[config.mk]
export PLATFORM = sky130hd
export DESIGN_NAME = opfetch_automap
export DESIGN_NICKNAME = d
export VERILOG_FILES = /design/src/rtl/oam_pkg.sv /design/src/rtl/oam_addr_match.sv /design/src/rtl/oam_bus_phase.sv /design/src/rtl/oam_map_state.sv /design/src/rtl/opfetch_automap.sv
export SDC_FILE = /design/constraint.sdc
export NUM_CORES = 1
export LEC_CHECK = 0
export BUFFER_PORTS_ARGS = -buffer_cell sky130_fd_sc_hd__buf_4
export CAP_MARGIN = 20
export CORE_AREA = 2 2 39 41
export DETAILED_ROUTE_END_ITERATION = 12
export DIE_AREA = 0 0 41 43
export GPL_ROUTABILITY_DRIVEN = 0
export SYNTH_ARGS = -nofsm -noshare
export SYNTH_HDL_FRONTEND = slang
export SYNTH_SLANG_ARGS = --single-unit
[constraint.sdc]
create_clock -name clk_i -period 1.3 [get_ports clk_i]
set_input_delay 0 -clock clk_i [delete_from_list [all_inputs] [get_ports clk_i]]
set_output_delay 0 -clock clk_i [all_outputs]
set_load 0.005 [all_outputs]
[src/rtl/oam_pkg.sv]
package oam_pkg;
  localparam int ADDR_W  = 16;
  localparam int N_ENTRY = 6;

  typedef logic [ADDR_W-1:0] addr_t;

  localparam addr_t ENTRY_ADDR [N_ENTRY] = '{
    16'h0000, 16'h0008, 16'h0038, 16'h0066, 16'h04C6, 16'h0562
  };

  // exit window: 1FF8..1FFF, immediate page: 3D00..3DFF
  localparam addr_t EXIT_BASE = 16'h1FF8;
  localparam int    EXIT_LSB  = 3;
  localparam addr_t IMM_BASE  = 16'h3D00;
  localparam int    IMM_LSB   = 8;

  typedef struct packed {
    logic entry;
    logic exit_w;
    logic imm;
  } hit_t;
endpackage

[src/rtl/oam_addr_match.sv]
module oam_addr_match
  import oam_pkg::*;
#(
  parameter int    AW       = ADDR_W,
  parameter int    NE       = N_ENTRY,
  parameter int    X_LSB    = EXIT_LSB,
  parameter int    I_LSB    = IMM_LSB
) (
  input  logic [AW-1:0] addr_i,
  output hit_t          hit_o
);
  localparam int XH = AW - X_LSB;
  localparam int IH = AW - I_LSB;

  logic [NE-1:0] ent_vec;

  for (genvar g = 0; g < NE; g++) begin : g_ent
    assign ent_vec[g] = (addr_i == ENTRY_ADDR[g][AW-1:0]);
  end

  logic [XH-1:0] exit_tag;
  logic [IH-1:0] imm_tag;
  assign exit_tag = EXIT_BASE[AW-1:X_LSB];
  assign imm_tag  = IMM_BASE[AW-1:I_LSB];

  always_comb begin
    hit_o        = '0;
    hit_o.entry  = |ent_vec;
    hit_o.exit_w = (addr_i[AW-1:X_LSB] == exit_tag);
    hit_o.imm    = (addr_i[AW-1:I_LSB] == imm_tag);
  end
endmodule

[src/rtl/oam_bus_phase.sv]
module oam_bus_phase (
  input  logic clk_i,
  input  logic rst_ni,
  input  logic m1_ni,
  input  logic mreq_ni,
  input  logic rfsh_ni,
  output logic fetch_o,
  output logic rfsh_start_o
);
  logic rfsh_act, rfsh_q;

  assign fetch_o  = ~m1_ni & ~mreq_ni;
  assign rfsh_act = ~rfsh_ni & ~mreq_ni;

  always_ff @(posedge clk_i or negedge rst_ni) begin
    if (!rst_ni) rfsh_q <= 1'b0;
    else         rfsh_q <= rfsh_act;
  end

  assign rfsh_start_o = rfsh_act & ~rfsh_q;
endmodule

[src/rtl/oam_map_state.sv]
module oam_map_state
  import oam_pkg::*;
(
  input  logic clk_i,
  input  logic rst_ni,
  input  logic en_i,
  input  logic fetch_i,
  input  logic rfsh_start_i,
  input  hit_t hit_i,
  output logic mapped_o
);
  logic mapped_q, pend_on_q, pend_off_q;

  always_ff @(posedge clk_i or negedge rst_ni) begin
    if (!rst_ni) begin
      mapped_q   <= 1'b0;
      pend_on_q  <= 1'b0;
      pend_off_q <= 1'b0;
    end else if (!en_i) begin
      mapped_q   <= 1'b0;
      pend_on_q  <= 1'b0;
      pend_off_q <= 1'b0;
    end else begin
      if (fetch_i) begin
        if (hit_i.entry)  pend_on_q  <= 1'b1;
        if (hit_i.exit_w) pend_off_q <= 1'b1;
        if (hit_i.imm)    mapped_q   <= 1'b1;
      end
      // deferred decision lands at refresh start
      if (rfsh_start_i) begin
        pend_on_q  <= 1'b0;
        pend_off_q <= 1'b0;
        if (pend_on_q)       mapped_q <= 1'b1;
        else if (pend_off_q) mapped_q <= 1'b0;
      end
    end
  end

  assign mapped_o = mapped_q;
endmodule

[src/rtl/opfetch_automap.sv]
module opfetch_automap
  import oam_pkg::*;
(
  input  logic              clk_i,
  input  logic              rst_ni,
  input  logic [ADDR_W-1:0] addr_i,
  input  logic              m1_ni,
  input  logic              mreq_ni,
  input  logic              rfsh_ni,
  input  logic              rom_present_i,
  input  logic              mapram_i,
  input  logic              force_i,
  output logic              mapped_o,
  output logic              overlay_o
);
  hit_t hit;
  logic fetch, rfsh_start, en;

  assign en = rom_present_i | mapram_i;

  oam_addr_match i_match (
    .addr_i (addr_i),
    .hit_o  (hit)
  );

  oam_bus_phase i_phase (
    .clk_i        (clk_i),
    .rst_ni       (rst_ni),
    .m1_ni        (m1_ni),
    .mreq_ni      (mreq_ni),
    .rfsh_ni      (rfsh_ni),
    .fetch_o      (fetch),
    .rfsh_start_o (rfsh_start)
  );

  oam_map_state i_state (
    .clk_i        (clk_i),
    .rst_ni       (rst_ni),
    .en_i         (en),
    .fetch_i      (fetch),
    .rfsh_start_i (rfsh_start),
    .hit_i        (hit),
    .mapped_o     (mapped_o)
  );

  assign overlay_o = mapped_o | force_i;
endmodule

==> impl_metrics.py, run 1 <==
metrics = {
    "logic_synthesis": {
        "ys_seq_area_share_pct": 33.6,
        "synth_cells": 37,
        "syn_area_per_cell_um2": 8.05,
        "synth-seq-cells": 4,
        "synth_cell_types": 20,
        "ys_warn_count": 0,
        "syn_nets": 61,
        "syn-cell-area_um2": 298,
    },
    "hold_path": {
        "hold_depth": 3,
        "min_to": "i_state.mapped_o",
        "hold_class": "input port to flop",
        "hp-start": "rom_present_i",
    },
    "layout": {
        "seqCellArea_um2": 100,
        "drive_gt1_share_pct": 46.4,
        "multi_input_area_um2": 194,
        "num-fill-cells": 146,
        "fin_area_um2": 566,
        "syn_to_final_growth_pct": 89.9,
        "n_antenna_cell": 0,
        "nets": 95,
    },
    "detailed_routing": {
        "drc_errors": 0,
        "wl_um": 906,
        "postRouteAntennaNets": 0,
        "vias_per_cell": 4.87,
        "wire_per_inst_um": 10.7,
        "drt_iter0_markers": 3,
        "vias": 414,
        "first_pass_iters": 4,
    },
    "floorplanning": {
        "die_area_mm2": 0.00176,
        "die_w_um": 41,
        "ioPinCount": 26,
        "die_h_um": 43,
        "initial_core_util_pct": 21.5,
        "num_rows": 14,
        "coreArea_mm2": 0.00138,
    },
    "power_and_ir_drop": {
        "comb_power_share_pct": 25.7,
        "vdd_drop_max_v": 0.000399,
        "p_switching_mw": 0.0923,
        "intPower_mw": 0.295,
        "powerDensity_mw_per_mm2": 685,
        "leakagePower_nw": 0.258,
        "clock_power_share_pct": 41.4,
        "sw_frac_of_total_pct": 23.8,
        "seqPwrFrac_pct": 32.9,
    },
    "clocking": {
        "worst_skew_pair.late_latency_ns": 0.24,
        "cts_tree": "done",
        "cts_root_buf": "clkbuf_4",
        "post_cts_resized": 0,
        "htreeDepth": 1,
        "cts_setup_buffers": 0,
        "clock_path_buffers": 2,
        "cts_sinks": 4,
        "clkTransAtPathRegs_ns": 0.04,
        "cts_buffers": 3,
    },
    "worst_setup_path": {
        "r2r-end": "i_state.mapped_o",
        "crit_chain": "dlygate4sd3_1, buf_4, nor2_1, dlygate4sd3_1",
        "critPathKind": "input port to flop",
        "critPathLaunchType": "input port",
        "crit_buf_inv": 3,
        "cp_data_required_time_ns": 1.47,
        "reg2reg_setup_slack_ns": 0.32,
        "crit_family": "buffers and inverters",
        "cpPeakStageDelay_ns": 0.55,
        "cp_common_cell": "dlygate4sd3_1",
        "critPathSlowestCell": "dlygate4sd3_1",
        "rr_startpoint": "i_phase.rfsh_q",
        "endpoint_kind": "flop",
        "arrival_ns": 1.30,
        "critPathMaxFanout": 2,
        "rr_worst_depth": 4,
    },
    "sta": {
        "post-route-period-util_pct": 87.0,
        "drv_slew": 0,
        "rsz0062_at_grt": "false",
        "setup_tns_ns": 0,
        "setup_violations": 0,
        "fmax_mhz": 884,
        "tightest_slew_ns": 0.437,
        "post-route-min-period_ns": 1.13,
        "skew_ns": 0.000505,
        "maxSlewHeadroom_pct": 70.6,
        "hold_viol": 0,
    },
    "grt": {
        "grt_usage_pct": 12.7,
        "grt_max_degree": 6,
        "antenna_found_initial": 0,
        "grt_pass1_wl_um": 1500,
        "grt_pass1_vias": 402,
        "grt.overflow.total": 0,
    },
    "place": {
        "numPortBuffers": 25,
        "hpwl_um": 730,
        "dpl_cell_area_um2": 513,
    },
    "run": {
        "drv_cap": 0,
    },
    "run_status": {
        "outcome": "finished clean",
    },
}
## cells in the mapped netlist
cell type / number / share of area [%]
nand2b_1: 1 / 2.1
nor2_1: 3 / 3.8
o21ai_1: 1 / 1.7
dfrtp_1: 4 / 34
a2111oi_2: 1 / 5.0
nand3b_1: 1 / 2.5
and4b_1: 1 / 3.4
or3b_1: 1 / 2.9
nor4_1: 4 / 8.4
nand2_1: 4 / 5.0
a31oi_1: 1 / 2.1
nor4b_1: 1 / 2.9
o21ai_0: 2 / 3.4
inv_1: 1 / 1.3
and4_2: 1 / 3.4
nor3_1: 3 / 5.0
nand3_1: 2 / 3.4
or2_2: 1 / 2.1
a21oi_1: 3 / 5.0
a41oi_1: 1 / 2.9
## power groups by stage
stage               combinational [mW]  clock, mW  sequential (mW)
floorplan                       0.0198          0            0.129
global placement                0.0927          0            0.129
detailed placement              0.0932          0            0.129
CTS                              0.100      0.170            0.127
global route                     0.112      0.175            0.127
finish                          0.0995      0.160            0.127
## layout make-up
cell class	instances	share of cell area (%)
flip-flops and latches	4	17.7
inverters	1	0.664
well taps	16	3.54
repair buffers	29	39.8
multi-input cells	32	34.3
clock buffers	3	3.98
## flip-flops by register name, indices dropped and copies added, names as in the netlist
| name | flops |
|---|---|
| i_state.pend_off_q | 1 |
| i_state.mapped_o | 1 |
| i_phase.rfsh_q | 1 |
| i_state.pend_on_q | 1 |
## worst max path at each step
stage | start | endpoint | cells past startpoint | slack (ns)
4_1_cts | rfsh_ni | i_phase.rfsh_q | 4 | 0.21
3_5_place_dp | addr_i[8] | i_state.pend_on_q | 5 | 0.10
6_report | rfsh_ni | i_phase.rfsh_q | 4 | 0.17
2_1_floorplan | addr_i[8] | i_state.pend_on_q | 4 | 0.29
5_1_grt | rfsh_ni | i_phase.rfsh_q | 4 | 0.14
3_3_place_gp | addr_i[8] | i_state.pend_on_q | 5 | 0.12
## timing repair
item,in CTS,in global routing
hold endpoints to repair,5,0
endpoints found under the setup margin,0,0
hold buffers,3,0
## worst reg2reg max path, stage by stage, from the launching register on
cell and delay (ns):
dfrtp_1 0.35, nor3_1 0.26, nand2_1 0.09, o21ai_0 0.08
a21oi_1 0.08
## stage by stage
| step | std cells | hold WS, ns | total power, mW | setup slack [ns] | util [%] |
|---|---|---|---|---|---|
| after floorplan | 37 | -0.296 | 0.149 | 0.286 | - |
| after global placement | 79 | -0.201 | 0.222 | 0.121 | 37.1 |
| after detailed placement | 79 | -0.201 | 0.222 | 0.100 | 37.1 |
| after CTS | 85 | 0.0599 | 0.398 | 0.211 | 40.9 |
| after global routing | 85 | 0.0835 | 0.414 | 0.136 | 40.9 |
| final | 85 | 0.0601 | 0.387 | 0.169 | 40.9 |
## per-layer routing
metal  GRT usage [%]  up-vias  share of wire, %
li1                -      211                 -
met1            14.7      183                42
met2            19.7       20                46
met3            4.71        0                12
met4            6.00        0                 0
met5               0        -                 0
## logic make-up after synthesis
family,synth area share (%)
buffers and inverters,1.26
AND/OR/NAND/NOR,45.0
AO/OA/AOI/OAI,20.2
flip-flops,33.6
## layout by cell type, fill, tap and decap left out, drive strengths merged, types with 2 or more instances in the layout
cell and n:
nand2 4, clkbuf 3, a21oi 3, nor4 4
buf 26, dfrtp 4, o21ai 3, nand3 2
dlygate4sd3 3, nor3 3, nor2 3
Note: power is estimated with default switching activity, not from simulation.
==> inputs of run 2 (changes only) <==
Settings changed: BUFFER_PORTS_ARGS -buffer_cell sky130_fd_sc_hd__buf_4 to -buffer_cell sky130_fd_sc_hd__buf_2, HOLD_SLACK_MARGIN set to 0.02.
==> impl_metrics.py, run 2 (synthesized netlist as in run 1, its figures left out) <==
metrics = {
    "run_status": {
        "outcome": "finished clean",
    },
    "detailed_routing": {
        "drt_iter0_markers": 2,
        "wl_um": 931,
        "postRouteAntennaNets": 0,
        "drc_errors": 0,
        "wire_per_inst_um": 11.0,
        "first_pass_iters": 2,
        "vias_per_cell": 4.82,
        "vias": 410,
    },
    "grt": {
        "antenna_found_initial": 0,
        "grt_pass1_wl_um": 1400,
        "grt_pass1_vias": 368,
        "grt_max_degree": 6,
        "grt.overflow.total": 0,
        "grt_usage_pct": 12.5,
    },
    "worst_setup_path": {
        "arrival_ns": 1.30,
        "cp_common_cell": "dlygate4sd3_1",
        "crit_family": "buffers and inverters",
        "crit_chain": "dlygate4sd3_1, buf_2, nor2_1, dlygate4sd3_1",
        "cpPeakStageDelay_ns": 0.55,
        "rr_startpoint": "i_phase.rfsh_q",
        "endpoint_kind": "flop",
        "cp_data_required_time_ns": 1.46,
        "reg2reg_setup_slack_ns": 0.32,
        "critPathMaxFanout": 2,
        "rr_worst_depth": 4,
        "critPathSlowestCell": "dlygate4sd3_1",
        "r2r-end": "i_state.mapped_o",
        "critPathKind": "input port to flop",
        "crit_buf_inv": 3,
        "critPathLaunchType": "input port",
    },
    "floorplanning": {
        "ioPinCount": 26,
        "die_h_um": 43,
        "die_w_um": 41,
        "die_area_mm2": 0.00176,
        "num_rows": 14,
        "coreArea_mm2": 0.00138,
        "initial_core_util_pct": 21.5,
    },
    "sta": {
        "setup_violations": 0,
        "maxSlewHeadroom_pct": 70.8,
        "hold_viol": 0,
        "tightest_slew_ns": 0.434,
        "setup_ws_ns": 0.166,
        "holdWs_ns": 0.0611,
        "rsz0062_at_grt": "false",
        "post-route-min-period_ns": 1.13,
        "setup_tns_ns": 0,
        "drv_slew": 0,
        "skew_ns": 0.00744,
        "fmax_mhz": 882,
        "post-route-period-util_pct": 87.2,
    },
    "clocking": {
        "cts_setup_buffers": 0,
        "clkTransAtPathRegs_ns": 0.04,
        "clock_path_buffers": 2,
        "worst_skew_pair.late_latency_ns": 0.23,
        "htreeDepth": 1,
        "cts_hold_buf": 3,
        "cts_sinks": 4,
        "cts_tree": "done",
        "cts_buffers": 3,
        "cts_root_buf": "clkbuf_4",
        "post_cts_resized": 0,
    },
    "hold_path": {
        "hold_class": "input port to flop",
        "hp-start": "rom_present_i",
        "min_to": "i_state.mapped_o",
        "hold_depth": 3,
    },
    "place": {
        "hpwl_um": 733,
        "dp_slack_ns": 0.0929,
        "numPortBuffers": 25,
        "place_inst": 79,
    },
    "power_and_ir_drop": {
        "leakagePower_nw": 0.238,
        "powerDensity_mw_per_mm2": 716,
        "vdd_drop_max_v": 0.000631,
    },
    "layout": {
        "utilization_pct": 36.3,
        "layout_common_cells": "buf_2 (25), nor4_1 (4), nand2_1 (4), dfrtp_1 (4)",
        "final_common_cell": "buf_2",
        "n_antenna_cell": 0,
        "nets": 95,
        "drive_gt1_share_pct": 46.4,
        "fin_cells": 85,
        "syn_to_final_growth_pct": 68.9,
    },
    "run": {
        "drv_cap": 0,
    },
}
run 2: changes by cell type in the layout (fill, tap and decap cells not counted):
| cell | previous run | this run |
|---|---|---|
| buf_2 | 0 | 25 |
| buf_4 | 26 | 1 |
run 2: worst reg2reg max path: cells and delay by family, from the launching register on:
family,cells,cell delay (ns)
AND/OR/NAND/NOR,2,0.35
AO/OA/AOI/OAI,2,0.16
flip-flops,1,0.35
run 2: stage by stage:
step,power [mW],cell area (um^2)
global placement,0.201,450
finish,0.360,503
detailed placement,0.202,450
floorplan,0.149,298
global route,0.395,503
CTS,0.369,503
run 2: per-layer routing:
metal / routed length, um / share of wire (%) / vias to the layer above / GRT usage [%]
li1: - / - / 211 / -
met1: 407 / 44 / 183 / 13.1
met2: 449 / 48 / 16 / 20.6
met3: 75 / 8.1 / 0 / 6.28
met4: 0 / 0 / 0 / 4.00
met5: 0 / 0 / - / 0
run 2: worst max-delay path by stage:
| stage | startpoint | end | cells after the start |
|---|---|---|---|
| 5_1_grt | rfsh_ni | i_state.mapped_o | 6 |
| 6_report | rfsh_ni | i_phase.rfsh_q | 4 |
| 2_1_floorplan | addr_i[8] | i_state.pend_on_q | 4 |
| 3_3_place_gp | addr_i[8] | i_state.pend_on_q | 5 |
| 3_5_place_dp | addr_i[8] | i_state.pend_on_q | 5 |
| 4_1_cts | rfsh_ni | i_phase.rfsh_q | 4 |
run 2: cell type report:
class,count,area (um^2)
sequential,4,100
clock buffer,3,22.5
fill,144,881
multi-input combinational,32,194
tap,16,20.0
timing repair buffer,29,163
inverter,1,3.75
run 2: where the power goes:
group	leakage [nW]	internal (mW)	switching, mW	total (mW)
clock network	0.0138	0.103	0.0493	0.152
logic	0.169	0.0443	0.0363	0.0806
registers	0.0548	0.127	0.000440	0.127
